$ cat src/rtl/serial_adc_pkg.sv
// Shared constants and types for the serial ADC readout controller.
// Assumes the frame layout is four leading zeros, then data with the MSB first.
package serial_adc_pkg;
    localparam int FULL_CLKS  = 16;
    localparam int SHORT_CLKS = 12;
    localparam int LEAD_BITS  = 4;
    localparam int FULL_DATA  = FULL_CLKS - LEAD_BITS;
    localparam int SHORT_DATA = SHORT_CLKS - LEAD_BITS;
    localparam int RES_W      = FULL_DATA;
    localparam int CNT_W      = $clog2(FULL_CLKS + 1);

    typedef enum logic [1:0] {
        SQ_IDLE = 2'd0,
        SQ_LEAD = 2'd1,
        SQ_LOW  = 2'd2,
        SQ_HIGH = 2'd3
    } seq_state_t;
endpackage

$ cat src/rtl/serial_adc_frame_timer.sv
// Frame period timer: it issues one start pulse every E system clocks.
// E is the larger of the requested period and the minimum that the serial
// clock span, the quiet time and the acquisition time allow.
// Assumes the configuration is static while out of reset.
module serial_adc_frame_timer
    import serial_adc_pkg::*;
#(
    parameter int DIV_W     = 8,
    parameter int PER_W     = 16,
    parameter int QUIET_CYC = 10,
    parameter int ACQ_CYC   = 45
) (
    input  logic             clk,
    input  logic             rst_n,
    input  logic [DIV_W-1:0] div_eff,
    input  logic             cfg_short,
    input  logic [PER_W-1:0] cfg_period,
    output logic             start
);
    localparam int SPAN_W = DIV_W + 8;
    localparam int CW     = (PER_W > SPAN_W ? PER_W : SPAN_W) + 1;

    logic [CW-1:0] d_w, n_w, span_a, span_b, min_per, eff_per;
    logic [CW-1:0] per_cnt;

    // Work out the minimum legal period and the period actually used.
    always_comb begin
        d_w     = CW'(div_eff);
        n_w     = cfg_short ? CW'(SHORT_CLKS) : CW'(FULL_CLKS);
        span_a  = ((n_w * d_w) << 1) + CW'(QUIET_CYC);
        span_b  = (((n_w - CW'(1)) * d_w) << 1) + CW'(ACQ_CYC);
        min_per = (span_a > span_b) ? span_a : span_b;
        eff_per = (CW'(cfg_period) > min_per) ? CW'(cfg_period) : min_per;
    end

    // Free-running period counter that wraps at E-1.
    always_ff @(posedge clk) begin
        if (!rst_n) begin
            per_cnt <= '0;
        end else if (per_cnt >= eff_per - CW'(1)) begin
            per_cnt <= '0;
        end else begin
            per_cnt <= per_cnt + CW'(1);
        end
    end

    assign start = (per_cnt == '0);

    // The counter never leaves the range of the effective period.
    assert_cnt_in_range_R7: assert property (@(posedge clk) disable iff (!rst_n)
        per_cnt < eff_per);
endmodule

$ cat src/rtl/serial_adc_seq.sv
// Frame sequencer: it drives chip select and the serial clock, and marks
// each serial clock edge together with its 1-based index.
// Assumes a start pulse only arrives while idle, which the frame timer
// guarantees through its minimum period.
module serial_adc_seq
    import serial_adc_pkg::*;
#(
    parameter int DIV_W     = 8,
    parameter int QUIET_CYC = 10
) (
    input  logic             clk,
    input  logic             rst_n,
    input  logic             start,
    input  logic [DIV_W-1:0] div_eff,
    input  logic [CNT_W-1:0] n_clks,
    output logic             cs_n,
    output logic             sclk,
    output logic             fall_ev,
    output logic             rise_ev,
    output logic [CNT_W-1:0] edge_idx,
    output logic             frame_clr,
    output logic             frame_end
);
    localparam int QW = $clog2(QUIET_CYC + 1);

    seq_state_t       st;
    logic [DIV_W-1:0] hc;
    logic [CNT_W-1:0] ecnt;
    logic             last_half;

    // Decode the events that happen at the next clock edge.
    always_comb begin
        last_half = (hc == div_eff - DIV_W'(1));
        fall_ev   = last_half && (st == SQ_LEAD || st == SQ_HIGH);
        rise_ev   = last_half && (st == SQ_LOW);
        frame_end = rise_ev && (ecnt == n_clks);
        frame_clr = (st == SQ_IDLE) && start;
        edge_idx  = (st == SQ_LOW) ? ecnt : ecnt + CNT_W'(1);
    end

    // State, half-period counter and edge counter of the sequencer.
    always_ff @(posedge clk) begin
        if (!rst_n) begin
            st   <= SQ_IDLE;
            cs_n <= 1'b1;
            sclk <= 1'b1;
            hc   <= '0;
            ecnt <= '0;
        end else begin
            case (st)
                SQ_IDLE: begin
                    if (start) begin
                        st   <= SQ_LEAD;
                        cs_n <= 1'b0;
                        hc   <= '0;
                        ecnt <= '0;
                    end
                end
                SQ_LEAD, SQ_HIGH: begin
                    if (last_half) begin
                        st   <= SQ_LOW;
                        sclk <= 1'b0;
                        hc   <= '0;
                        ecnt <= ecnt + CNT_W'(1);
                    end else begin
                        hc <= hc + DIV_W'(1);
                    end
                end
                SQ_LOW: begin
                    if (last_half) begin
                        sclk <= 1'b1;
                        hc   <= '0;
                        if (ecnt == n_clks) begin
                            st   <= SQ_IDLE;
                            cs_n <= 1'b1;
                        end else begin
                            st <= SQ_HIGH;
                        end
                    end else begin
                        hc <= hc + DIV_W'(1);
                    end
                end
                default: st <= SQ_IDLE;
            endcase
        end
    end

    // Checker state: count the cycles chip select has been high.
    logic [QW-1:0] hi_cnt;
    logic          seen_frame;
    always_ff @(posedge clk) begin
        if (!rst_n) begin
            hi_cnt     <= '0;
            seen_frame <= 1'b0;
        end else begin
            if (!cs_n) begin
                hi_cnt     <= '0;
                seen_frame <= 1'b1;
            end else if (hi_cnt < QW'(QUIET_CYC)) begin
                hi_cnt <= hi_cnt + QW'(1);
            end
        end
    end

    assert_sclk_idle_high_R2: assert property (@(posedge clk) disable iff (!rst_n)
        cs_n |-> sclk);
    assert_edge_count_R2: assert property (@(posedge clk) disable iff (!rst_n)
        ecnt <= n_clks);
    assert_quiet_time_R8: assert property (@(posedge clk) disable iff (!rst_n)
        ($fell(cs_n) && seen_frame) |-> (hi_cnt >= QW'(QUIET_CYC)));
endmodule

$ cat src/rtl/serial_adc_capture.sv
// Capture path: it shifts in data bits on the selected serial clock edge,
// checks the leading zeros, and registers the right-aligned result with a
// one-cycle strobe.
// Assumes frame_end coincides with the clock edge that raises chip select.
module serial_adc_capture
    import serial_adc_pkg::*;
(
    input  logic             clk,
    input  logic             rst_n,
    input  logic             clr,
    input  logic             fall_ev,
    input  logic             rise_ev,
    input  logic [CNT_W-1:0] edge_idx,
    input  logic [CNT_W-1:0] n_clks,
    input  logic             frame_end,
    input  logic             cfg_short,
    input  logic             cfg_rise_cap,
    input  logic             sdata,
    output logic [RES_W-1:0] res_data,
    output logic             res_valid,
    output logic             frm_err
);
    logic [FULL_CLKS-1:0] sh;
    logic                 cap_en;
    logic [RES_W-1:0]     word;
    logic [LEAD_BITS-1:0] lead;
    logic                 lead_bad;

    // Pick the capture edge and split the shift register into fields.
    always_comb begin
        if (cfg_rise_cap) begin
            cap_en = rise_ev && (edge_idx < n_clks);
        end else begin
            cap_en = fall_ev;
        end
        if (cfg_short) begin
            word = {{(RES_W-SHORT_DATA){1'b0}}, sh[SHORT_DATA-1:0]};
            lead = sh[SHORT_CLKS-1:SHORT_DATA];
        end else begin
            word = sh[FULL_DATA-1:0];
            lead = sh[FULL_CLKS-1:FULL_DATA];
        end
        lead_bad = cfg_rise_cap ? (|lead[LEAD_BITS-2:0]) : (|lead);
    end

    // Shift register, result register, strobe and sticky error flag.
    always_ff @(posedge clk) begin
        if (!rst_n) begin
            sh        <= '0;
            res_data  <= '0;
            res_valid <= 1'b0;
            frm_err   <= 1'b0;
        end else begin
            res_valid <= frame_end;
            if (clr) begin
                sh <= '0;
            end else if (cap_en) begin
                sh <= {sh[FULL_CLKS-2:0], sdata};
            end
            if (frame_end) begin
                res_data <= word;
                if (lead_bad) begin
                    frm_err <= 1'b1;
                end
            end
        end
    end

    assert_err_sticky_R9: assert property (@(posedge clk) disable iff (!rst_n)
        frm_err |=> frm_err);
    assert_valid_single_R6: assert property (@(posedge clk) disable iff (!rst_n)
        res_valid |=> !res_valid);
    assert_short_upper_zero_R5: assert property (@(posedge clk) disable iff (!rst_n)
        (res_valid && cfg_short) |-> (res_data[RES_W-1:SHORT_DATA] == '0));
endmodule

$ cat src/rtl/serial_adc_reader.sv
// Top of the serial ADC readout controller. It ties together the frame
// timer, the chip select / serial clock sequencer and the capture path.
// Assumes the cfg_* inputs stay constant while out of reset. Reset is
// synchronous and active low.
module serial_adc_reader
    import serial_adc_pkg::*;
#(
    parameter int DIV_W     = 8,
    parameter int PER_W     = 16,
    parameter int QUIET_CYC = 10,
    parameter int ACQ_CYC   = 45
) (
    input  logic             clk,
    input  logic             rst_n,
    input  logic [DIV_W-1:0] cfg_div,
    input  logic             cfg_short,
    input  logic             cfg_rise_cap,
    input  logic [PER_W-1:0] cfg_period,
    output logic             adc_cs_n,
    output logic             adc_sclk,
    input  logic             adc_sdata,
    output logic [RES_W-1:0] res_data,
    output logic             res_valid,
    output logic             frm_err
);
    logic [DIV_W-1:0] div_eff;
    logic [CNT_W-1:0] n_clks;
    logic             start, fall_ev, rise_ev, frame_clr, frame_end;
    logic [CNT_W-1:0] edge_idx;

    // Clamp the divider to at least 1 and derive the clock count per frame.
    always_comb begin
        div_eff = (cfg_div == '0) ? DIV_W'(1) : cfg_div;
        n_clks  = cfg_short ? CNT_W'(SHORT_CLKS) : CNT_W'(FULL_CLKS);
    end

    serial_adc_frame_timer #(
        .DIV_W(DIV_W), .PER_W(PER_W), .QUIET_CYC(QUIET_CYC), .ACQ_CYC(ACQ_CYC)
    ) i_timer (
        .clk(clk), .rst_n(rst_n), .div_eff(div_eff), .cfg_short(cfg_short),
        .cfg_period(cfg_period), .start(start)
    );

    serial_adc_seq #(
        .DIV_W(DIV_W), .QUIET_CYC(QUIET_CYC)
    ) i_seq (
        .clk(clk), .rst_n(rst_n), .start(start), .div_eff(div_eff),
        .n_clks(n_clks), .cs_n(adc_cs_n), .sclk(adc_sclk), .fall_ev(fall_ev),
        .rise_ev(rise_ev), .edge_idx(edge_idx), .frame_clr(frame_clr),
        .frame_end(frame_end)
    );

    serial_adc_capture i_cap (
        .clk(clk), .rst_n(rst_n), .clr(frame_clr), .fall_ev(fall_ev),
        .rise_ev(rise_ev), .edge_idx(edge_idx), .n_clks(n_clks),
        .frame_end(frame_end), .cfg_short(cfg_short), .cfg_rise_cap(cfg_rise_cap),
        .sdata(adc_sdata), .res_data(res_data), .res_valid(res_valid),
        .frm_err(frm_err)
    );

    assert_no_capture_idle_R10: assert property (@(posedge clk) disable iff (!rst_n)
        (fall_ev || rise_ev) |-> !adc_cs_n);
    assert_valid_after_cs_R6: assert property (@(posedge clk) disable iff (!rst_n)
        res_valid |-> (adc_cs_n && !$past(adc_cs_n)));
endmodule

$ cat config.mk
export PLATFORM = sky130hd
export DESIGN_NAME = serial_adc_reader
export DESIGN_NICKNAME = d
export VERILOG_FILES = /design/src/rtl/serial_adc_pkg.sv /design/src/rtl/serial_adc_frame_timer.sv /design/src/rtl/serial_adc_seq.sv /design/src/rtl/serial_adc_capture.sv /design/src/rtl/serial_adc_reader.sv
export SDC_FILE = /design/constraint.sdc
export NUM_CORES = 1
export LEC_CHECK = 0
export BUFFER_PORTS_ARGS = -buffer_cell sky130_fd_sc_hd__buf_2
export CAP_MARGIN = 10
export CORE_MARGIN = 8
export CORE_UTILIZATION = 45
export DETAILED_ROUTE_END_ITERATION = 7
export MAX_ROUTING_LAYER = met4
export PLACE_DENSITY_LB_ADDON = 0.15
export SLEW_MARGIN = 25
export SYNTH_ARGS = -nofsm -noshare
export SYNTH_HDL_FRONTEND = slang
export SYNTH_SLANG_ARGS = --single-unit
$ cat constraint.sdc
create_clock -name clk -period 24.4 [get_ports clk]
set_input_delay 4.88 -clock clk [delete_from_list [all_inputs] [get_ports clk]]
set_output_delay 4.88 -clock clk [all_outputs]
set_load 0.02 [all_outputs]
==> results.md, run 1 <==
* Final instance area at 7846 sq um
* Layout cells sized above 1 at 10.91%
* Worst Tran Pin Value at 0.9139 ns
* Final GP Congestion at 0.8951
* Pwr dens at around 79 nW/um^2
* Number of hold buffers added after cts at 0
* DRC viols at 0
* Required @ worst endpoint at 24.64 ns
* Nets@finish at 1060
* Cell at the slowest stage of the critical path: fa_1
* Fmax at 0.06106 GHz
* Tmin final at 16.38 ns
* Final Hold Viols at 0
* Synth warnings at 0
* Vias in the first global route at 5789
* Worst Hold Class: reg -> reg
* Worst setup SP type: input pin
* WL final at ~17 mm
* Largest stage delay, worst path at 0.54 ns
* All-Layer GR Usage at 17.44%
* Critical path arrival at about 17 ns
* Sw Pwr at 0.0002653 W
* FF+latch count, synth at between 60 and 70
* Average size of a mapped cell at 8.250 sq um
* Area Growth Syn to Fin at 10.21%
* Clock-pin slew on the worst setup and hold paths at 0.05 ns
* FILL cells at around 1600
* Max Buffers Root-to-Sink at 2
* Internal Power at 0.0003535 W
* Critical path fanouts, max at 21
* Initial DRC count at 341
* Final setup vio count at 0
* Max Slew Vio Count at 0
* Via-per-instance ratio at 5.316
* Die ar. at 20100 sq um
* Crit path kind: in -> reg
* Sequential share of power at 17.4%
* Total setup buffers inserted after CTS at 0
* Worst vdd ir at 0.03509 mV
* WP depth at 60
* Post-Syn Area at slightly above 7000 sq um
* Crit path top cell by count: ha_1
* Grt ovf at 0
* First-pass GRT wire length at roughly 28 mm
* Clk sinks at 64
* H-Tree Depth at 3
* Cell count after synthesis at 863
* Initial Util at 45.48%
* Port bufs at 44
* DP Wirelength at 13.67 mm
* Post-cts resize count at 0
* Worst Path Buf+Inv at 8
* Asr flop ratio synth at 0%
* DP Worst Slack at between 7 and 8 ns
* Clk_lat worst skew at 0.33 ns
* Die Y at 141.8 microns
* TritonCTS Buffers at 9
* Crit. End Element: register
* Average wire per standard cell at 14.98 microns
* Clk network pwr share at 22.7%
* CORE AREA at 15660 sq um
* Critical path's top delay family: compound AO/OA/AOI/OAI gates
* Setup_tns at 0 ns
* Finished Core Util at 50.12%
* Io pins at 45
* Synth cell types at 81
* Die extent in x at 141.8 microns
* Post-synth EDFFs at 0
* Largest net degree at the start of global routing at 29
* Net Sw Frac at 42.87%
* Outcome: finished clean
* Antenna violations before repair at 0
* R2R depth at 16
* Sequential area share after synthesis at 18.00%
* DP Area at 7508 sq um
* N_diodes at 0
* RSZ-0062 raised after global routing: false
* Pleak at 3.687 nW
* Hold Path Stages at 2
* Post-route ant nets at 0
* Slew headroom at 38.88%
* Max cap viols at 0
* CTS tree: built
* Period utilization at 67.12%
* Root Buffer: clkbuf_16
* Comb pwr share at 60.0%
* Number of cell rows at 46
* Setup Skew at 0.005102 ns
* Final Worst Setup Slack at 8.023 ns
* Vias post-DR at 5922
* Drt pass-1 iters at 4
* Predominant post-synthesis flop cell: dfxtp_1
[per-stage QoR]
| stage | cells | hold slack, ns | power (W) |
|---|---|---|---|
| global route | 1114 | 0.4981 | 0.0006732 |
| floorplan | 864 | 0.4569 | 0.0004051 |
| detailed placement | 1098 | 0.4546 | 0.0004784 |
| global placement | 1098 | 0.4546 | 0.0004787 |
| CTS | 1114 | 0.4686 | 0.0006224 |
| finish | 1114 | 0.4744 | 0.0006188 |
[Yosys cell counts, types with 3 or more instances]
cell type / n / area share (%)
a2111o_1: 3 / 0.47
a211oi_1: 5 / 0.53
a21boi_0: 3 / 0.32
a21o_1: 20 / 2.1
a21oi_1: 52 / 3.7
a31o_2: 4 / 0.49
a31oi_1: 3 / 0.26
and2_1: 3 / 0.26
and3_1: 7 / 0.62
clkbuf_1: 24 / 1.3
dfxtp_1: 64 / 18
fa_1: 13 / 3.7
ha_1: 125 / 22
inv_1: 63 / 3.3
mux2i_1: 29 / 4.1
nand2_1: 50 / 2.6
nand2b_1: 8 / 0.70
nand3_1: 31 / 2.2
nand4_1: 16 / 1.4
nor2_1: 97 / 5.1
nor2b_1: 8 / 0.70
nor3_1: 30 / 2.1
nor3b_1: 9 / 0.95
nor4_1: 7 / 0.62
nor4b_1: 3 / 0.37
o211ai_1: 3 / 0.32
o21a_1: 18 / 1.9
o21ai_0: 28 / 2.0
o22ai_1: 3 / 0.26
o31a_1: 3 / 0.37
or2_2: 4 / 0.35
or3_1: 4 / 0.35
xnor2_1: 37 / 4.6
xor2_1: 30 / 3.7
[flip-flops by register name (all words and copies together), names as in the netlist]
register and count:
i_seq.cs_n 1, i_seq.sclk 1, i_seq.st 2, i_cap.sh 16
i_seq.ecnt 5, i_timer.per_cnt 17, i_cap.res_valid 1, i_seq.hc 8
i_cap.frm_err 1, i_cap.res_data 12
[final cells by class]
class | instances | area (sq um) | share of cell area, %
Multi-Input combinational cell | 708 | 5488 | 69.94
Sequential cell | 64 | 1281 | 16.33
Tap cell | 216 | 270.3 | 3.444
Inverter | 65 | 249.0 | 3.173
Clock buffer | 10 | 239.0 | 3.046
Timing Repair Buffer | 45 | 227.7 | 2.902
Clock inverter | 6 | 91.34 | 1.164
[layer usage]
layer	global-route usage [%]	part of all wire (%)	up-vias	wire length [microns]
met5	-	0	-	0
met4	3.109	0.72	0	120
met3	2.823	2.7	12	454
met2	27.67	45	75	7479
met1	23.15	52	2728	8633
li1	-	-	3107	-
[power by group through the flow]
stage / Sequential [W] / Combinational [W] / Clock, W
detailed placement: 0.000110 / 0.000368 / 0
finish: 0.000108 / 0.000371 / 0.000140
CTS: 0.000108 / 0.000371 / 0.000143
global route: 0.000108 / 0.000417 / 0.000149
global placement: 0.000110 / 0.000369 / 0
floorplan: 0.000110 / 0.000295 / 0
[worst paths after layout]
path / startpoint / end / slack, ns
worst max-delay path: cfg_div[3] / i_timer.per_cnt[7] / 8.02
worst min-delay path: i_seq.sclk / i_seq.sclk / 0.47
worst max register to register: i_timer.per_cnt[1] / i_timer.per_cnt[7] / 21.34
worst min register to register: i_seq.sclk / i_seq.sclk / 0.47
[cells by family after synthesis]
family,after synthesis,synth area share [%]
DFF,64,18.00
and+or+nand+nor,295,20.83
xor gates and xnor gates,71,9.315
adders and majority gates,138,25.62
buffers and inverters,92,5.167
other,2,0.1055
AOI/OAI and AO/OA,170,16.52
muxes,31,4.446
[worst reg2reg max path: stages (launching register included)]
cell	delay, ns
dfxtp_1	0.40
ha_1	0.27
nor2b_1	0.13
o21a_1	0.16
o21a_1	0.16
o21a_1	0.17
o21a_1	0.16
o21a_1	0.16
o21a_1	0.16
o21a_1	0.16
o21a_1	0.16
o21a_1	0.15
o21ai_0	0.15
a21o_1	0.13
a21oi_1	0.05
buf_4	0.20
nor3_1	0.21
[placed cells by master (no fill, tap or decap), types with 18 or more instances in the layout]
cell,count
a21o_1,20
buf_2,44
nand2_1,50
nand3_1,31
o21ai_0,28
inv_1,63
nor2_1,97
xnor2_1,37
o21a_1,18
xor2_1,30
a21oi_1,52
nor3_1,30
dfxtp_1,64
ha_1,125
mux2i_1,29
Note: power is estimated with default switching activity, not from simulation.
==> run 2, diff against run 1 <==
Settings changed: ABC_AREA set to 1.
Clock period 24.4 ns to 16.4 ns, I/O delays scaled along.
==> run 2 against run 1 <==
Cell area up 7.1%. Flip-flop and latch count unchanged. Combinational power up 40%. Die area up 7.5%. Synthesized cell count up 32%. Routed wire length up 8.5%. Clock power up 48%. Highest routed layer unchanged.
==> results.md, run 2 <==
* Via-per-instance ratio at 5.011 (-5.7%)
* RSZ-0062 raised after global routing: false
* Vias post-DR at 6985 (+18%)
* Most common cell in the synthesized netlist: nand2_1
* Regs by FF count: i_timer.per_cnt (17), i_cap.sh (16), i_cap.res_data (12)
* Slew headroom at 45.95% (+7.1 points)
* Layout cells sized above 1 at 13.26% (+2.3 points)
* Synth cell count leaders: nand2_1, inv_1, ha_1, nand3_1, nor2_1
* Number of hold buffers added after cts at 0 (unchanged)
* Final Hold Viols at 0 (unchanged)
* Vias in the first global route at 6550 (+13%)
* Worst setup SP type: input pin
* Hold Path Stages at 2 (unchanged)
* Predominant post-synthesis flop cell: dfxtp_1
* Grt ovf at 0 (unchanged)
* Top cell type's share of synthesized area at 20.25% (-1.7 points)
* Initial Util at 45.28% (-0.20 points)
* Worst Hold Class: reg -> reg
* H-Tree Depth at 3 (unchanged)
* R2R depth at 11 (-5)
* Final setup vio count at 0 (unchanged)
* Post-Syn Area at 7722 sq um (+8.5%)
* Required @ worst endpoint at 16.65 ns (-7.99 ns)
* Root Buffer: clkbuf_16
* Crit path kind: in -> reg
* Average wire per standard cell at 12.98 microns (-13%)
* Post-route ant nets at 0 (unchanged)
* DRC viols at 0 (unchanged)
* Cell count after synthesis at 1136 (+32%)
* Clock-pin slew on the worst setup and hold paths at 0.06 ns (about the same)
* Initial DRC count at 353 (+3.5%)
* Area Growth Syn to Fin at 8.863%
* Cell at the slowest stage of the critical path: nand2_1
* Worst vdd ir at 0.05858 mV (+67%)
* Crit. End Element: register
* Post-cts resize count at 0 (unchanged)
* Drt pass-1 iters at 5 (+1)
* Synth warnings at 0 (unchanged)
* Final Worst Setup Slack at 3.530 ns (-4.493 ns)
* Largest net degree at the start of global routing at 30 (+3.4%)
* Io pins at 45 (unchanged)
* Placed insts at 1378 (+26%)
* WL final at 18.10 mm (+8.5%)
* Tmin final at 12.87 ns
* N_diodes at 0 (unchanged)
* Critical path fanouts, max at 26 (+24%)
* Die Y at 147 microns (+3.7%)
* Commonest non-fill, non-tap cell in the layout: nand2_1
* Setup_tns at 0 ns (unchanged)
* Clk sinks at 64 (unchanged)
* Number of cell rows at 48 (+4.3%)
* Synth top area cells: ha_1, dfxtp_1, nand2_1
* Crit path top cell by count: nand2_1
* Cell accounting for the most synthesized area: ha_1
* Sequential area share after synthesis at 16.59% (-1.4 points)
* Die extent in x at 147 microns (+3.7%)
* Period utilization at 78.47%
* Most flops, register: i_timer.per_cnt
* Average size of a mapped cell at 6.798 sq um (-18%)
* Nets@finish at 1331 (+26%)
* Max reg flops at 17 (unchanged)
* Most frequent cells in the layout: nand2_1, inv_1, ha_1, nor2_1, nand3_1
* FILL cells at 1810 (+15%)
* All-Layer GR Usage at 17.62% (+0.18 points)
* First-pass GRT wire length at 31.00 mm (+10%)
* Largest stage delay, worst path at 0.59 ns (+0.05 ns)
* TritonCTS Buffers at 9 (unchanged)
* DP Wirelength at 15.14 mm (+11%)
* Die ar. at 21610 sq um (+7.5%)
* Fmax at 0.07770 GHz
* CTS tree: built
* Final GP Congestion at 0.8638 (-3.5%)
* Setup Skew at 0.007062 ns (+0.001960 ns)
* FF+latch count, synth at 64 (unchanged)
* Pleak at 4.344 nW (+18%)
* Total setup buffers inserted after CTS at 0 (unchanged)
* Max cap viols at 0 (unchanged)
* Asr flop ratio synth at 0% (unchanged)
* Outcome: finished clean
* Max Slew Vio Count at 0 (unchanged)
* Final Non-Filler Cells at 1394 (+25%)
* Synth cell types at 54 (-33%)
* Port bufs at 44 (unchanged)
* Clk_lat worst skew at 0.33 ns (about the same)
* Post-synth EDFFs at 0 (unchanged)
* CORE AREA at 17060 sq um (+9.0%)
* Antenna violations before repair at 0 (unchanged)
* Max Buffers Root-to-Sink at 2 (unchanged)
* Critical path arrival at 13.12 ns (-3.50 ns)
* Worst Tran Pin Value at 0.8087 ns (-0.1052 ns)
* DP Worst Slack at 3.258 ns (-4.485 ns)
* Pwr dens at 105.5 nW/um^2 (+34%)
[run 2: cell count changes after synthesis, sizes merged, moves of 9 or more]
cell	before	now
nand2	53	280
a21o	20	3
nand3	32	100
a21oi	53	69
xnor2	39	11
mux2i	29	0
o21a	19	1
nor3	30	4
buf	3	12
inv	65	185
[run 2: final timing paths]
| kind | from | to | slack, ns |
|---|---|---|---|
| worst max-delay path | cfg_div[3] | i_timer.per_cnt[12] | 3.53 |
| worst min-delay path | i_cap.sh[15] | i_cap.sh[15] | 0.46 |
| worst max register to register | i_seq.hc[2] | i_cap.res_data[10] | 13.35 |
| worst min register to register | i_cap.sh[15] | i_cap.sh[15] | 0.46 |
[run 2: per-layer routing]
layer	vias to the layer above	part of all wire (%)	global-route usage, %
li1	3732	-	-
met1	3133	52	23.70
met2	107	44	27.42
met3	13	2.8	2.799
met4	0	1.0	3.723
met5	-	0	-
[run 2: report_power, final]
part / leakage (nW) / internal, W / switching (W) / total, W
combinational: 3.67 / 0.000187 / 0.000332 / 0.000519
clock: 0.160 / 0.000134 / 0.0000726 / 0.000207
sequential: 0.517 / 0.000158 / 0.00000298 / 0.000161
total: 4.34 / 0.000480 / 0.000407 / 0.000887
[run 2: layout make-up]
type / count / area [sq um] / area share [%]
tap: 225 / 281.5 / 3.349
sequential: 64 / 1281 / 15.24
clock inverter: 7 / 103.9 / 1.235
multi-input combinational: 857 / 5583 / 66.41
clock buffer: 9 / 225.2 / 2.679
timing repair buffer: 45 / 227.7 / 2.709
inverter: 187 / 704.4 / 8.379
[run 2: cell families (layout without fill, tap and decap cells)]
| kind of cell | after synthesis | after routing | synth area share, % |
|---|---|---|---|
| and+or+nand+nor | 537 | 537 | 33.25 |
| AOI/OAI and AO/OA | 140 | 140 | 10.86 |
| xor gates and xnor gates | 39 | 39 | 4.423 |
| adders and majority gates | 138 | 138 | 23.62 |
| buffers and inverters | 216 | 248 | 11.16 |
| DFF | 64 | 64 | 16.59 |
| other | 2 | 3 | 0.09725 |
[run 2: through the flow]
stage / cell area [sq um] / util (%) / power [W] / hold WS, ns
floorplan: 7726 / - / 0.0005771 / 0.4360
global placement: 8078 / 47.36 / 0.0006778 / 0.4481
detailed placement: 8078 / 47.36 / 0.0006809 / 0.4504
CTS: 8407 / 49.29 / 0.0008934 / 0.4595
global route: 8407 / 49.29 / 0.0009836 / 0.4834
finish: 8407 / 49.29 / 0.0008871 / 0.4625
[run 2: critical path: cells and delay by family]
kind | cells | cell delay, ns
AO/OA/AOI/OAI | 18 | 2.34
XOR/XNOR | 1 | 0.09
adder cells (fa/ha/maj) | 10 | 3.18
buffers and inverters | 8 | 0.83
AND/OR/NAND/NOR | 24 | 3.36
==> run 3, diff against run 2 <==
Clock period 16.4 ns to 13.35 ns, I/O delays scaled along.
==> run 3 against run 2 <==
Clock-buffer cell count unchanged. Sequential share of layout area about the same. Largest cell class unchanged. Clock skew up 0.0037 ns. Cell area about the same. First-iteration DRC count up 3.4%. Critical endpoint is now i_timer.per_cnt[14].
==> results.md, run 3 (synthesis gave the netlist of run 2 again) <==
* Post-cts resize count at 0 (unchanged)
* Worst setup SP type: input pin
* Max Slew Vio Count at 0 (unchanged)
* Total setup buffers inserted after CTS at 0 (unchanged)
* Commonest non-fill, non-tap cell in the layout: nand2_1
* Crit. End Element: register
* Worst vdd ir at 0.07580 mV (+29%)
* RSZ-0062 raised after global routing: false
* WL final at 17.94 mm (-0.88%)
* Antenna violations before repair at 0 (unchanged)
* Vias in the first global route at 6626 (+1.2%)
* Clk sinks at 64 (unchanged)
* Final setup vio count at 0 (unchanged)
* Final instance area at 8406 sq um (about the same)
* Crit path kind: in -> reg
* Largest net degree at the start of global routing at 27 (-10%)
* Max reg flops at 17 (unchanged)
* Largest stage delay, worst path at 0.55 ns (-0.04 ns)
* H-Tree Depth at 3 (unchanged)
* Die extent in x at 147 microns (unchanged)
* Layout cells sized above 1 at 13.33% (+0.074 points)
* Regs by FF count: i_timer.per_cnt (17), i_cap.sh (16), i_cap.res_data (12)
* Final Worst Setup Slack at 1.235 ns (-2.295 ns)
* Number of cell rows at 48 (unchanged)
* Final Hold Viols at 0 (unchanged)
* Period utilization at 90.75%
* Critical path arrival at 12.36 ns (-0.76 ns)
* Die ar. at 21610 sq um (unchanged)
* DP Wirelength at 14.97 mm (-1.1%)
* N_diodes at 0 (unchanged)
* DP Worst Slack at 1.017 ns (-2.241 ns)
* Critical path fanouts, max at 26 (unchanged)
* Die Y at 147 microns (unchanged)
* Initial DRC count at 365 (+3.4%)
* All-Layer GR Usage at 17.37% (-0.25 points)
* DRC viols at 0 (unchanged)
* CORE AREA at 17060 sq um (unchanged)
* Cell at the slowest stage of the critical path: fa_1
* Net Sw Frac at 45.88% (about the same)
* Grt ovf at 0 (unchanged)
* Area Growth Syn to Fin at 8.846% (about the same)
* Slew headroom at 44.34% (-1.6 points)
* Clk network pwr share at 23.1% (-0.2 points)
* TritonCTS Buffers at 9 (unchanged)
* Number of hold buffers added after cts at 0 (unchanged)
* Sw Pwr at 0.0004990 W (+23%)
* Setup Skew at 0.01073 ns (+0.003668 ns)
* Root Buffer: clkbuf_16
* Pwr dens at 129.4 nW/um^2 (+23%)
* Worst Hold Class: reg -> reg
* Final GP Congestion at 0.8677 (+0.45%)
* Most frequent cells in the layout: nand2_1, inv_1, ha_1, nor2_1, nand3_1
* Worst hold margin at 0.4575 ns (-0.004941 ns)
* Fmax at about 0.083 GHz
* Max cap viols at 0 (unchanged)
* Vias post-DR at 6967 (-0.26%)
* Setup_tns at 0 ns (unchanged)
* Average wire per standard cell at 12.86 microns (-0.95%)
* Outcome: finished clean
* First-pass GRT wire length at 30.89 mm (-0.35%)
* Clock-pin slew on the worst setup and hold paths at 0.05 ns (about the same)
* DP Area at 8085 sq um (about the same)
* Drt pass-1 iters at 5 (unchanged)
* Required @ worst endpoint at 13.59 ns (-3.06 ns)
* Most flops, register: i_timer.per_cnt
* Sequential share of power at 18.2% (about the same)
* Port bufs at 44 (unchanged)
* Io pins at 45 (unchanged)
* Pleak at 4.345 nW (about the same)
* CTS tree: built
* Via-per-instance ratio at 4.994 (-0.33%)
* Initial Util at 45.28% (unchanged)
* Max Buffers Root-to-Sink at 2 (unchanged)
* Internal Power at 0.0005885 W (+23%)
* Clk_lat worst skew at 0.33 ns (about the same)
* Post-route ant nets at 0 (unchanged)
* Worst Tran Pin Value at 0.8330 ns (+0.02423 ns)
* Nets@finish at 1332 (+0.075%)
* Crit path top cell by count: ha_1
* Tmin final at 12.11 ns
* Comb pwr share at 58.7% (+0.2 points)
run 3: cell types whose count changed in the layout (fill, tap and decap cells not counted):
cell / change
clkinv_4: -3
clkinvlp_4: +1
clkinv_2: +2
buf_4: +1
run 3: area by class of cell:
cell class              instances  area [sq um]
fillers                      1768          8651
multi-input cells             857          5583
flip-flops and latches         64          1281
inverters                     187         704.4
well taps                     225         281.5
repair buffers                 46         235.2
clock buffers                   9         225.2
clock inverters                 7         95.09
run 3: power by group through the flow:
stage	sequential, W	clock, W	combinational (W)
after floorplan	0.000202	0	0.000507
after global placement	0.000202	0	0.000632
after detailed placement	0.000202	0	0.000635
after CTS	0.000198	0.000256	0.000639
after global routing	0.000198	0.000264	0.000737
final	0.000198	0.000251	0.000639
run 3: per-layer routing:
layer,GRT usage [%],up-vias,wire length [microns]
met1,23.59,3107,9294
met3,2.276,16,625
met4,3.315,0,153
li1,-,3722,-
met5,-,-,0
met2,27.26,122,7867
run 3: critical path: cells and delay by family:
kind	cells	cell delay, ns
compound gates	18	2.14
xor+xnor	2	0.40
fa+ha+maj	10	3.21
buf+inv	10	1.04
simple gates	20	2.92
run 3: through the flow:
| stage | cells | util (%) | total power [W] |
|---|---|---|---|
| 2_1_floorplan | 1137 | - | 0.0007089 |
| 3_3_place_gp | 1379 | 47.40 | 0.0008343 |
| 3_5_place_dp | 1379 | 47.40 | 0.0008370 |
| 4_1_cts | 1395 | 49.28 | 0.001093 |
| 5_1_grt | 1395 | 49.28 | 0.001200 |
| 6_report | 1395 | 49.28 | 0.001088 |
run 3: worst paths after layout:
kind                     start                  end  slack, ns  cells after the start
setup / recovery    cfg_div[3]  i_timer.per_cnt[14]       1.24                     60
setup reg to reg   i_seq.hc[2]    i_cap.res_data[1]      10.31                     11
hold / removal    i_cap.sh[15]         i_cap.sh[15]       0.46                      2
hold reg to reg   i_cap.sh[15]         i_cap.sh[15]       0.46                      2
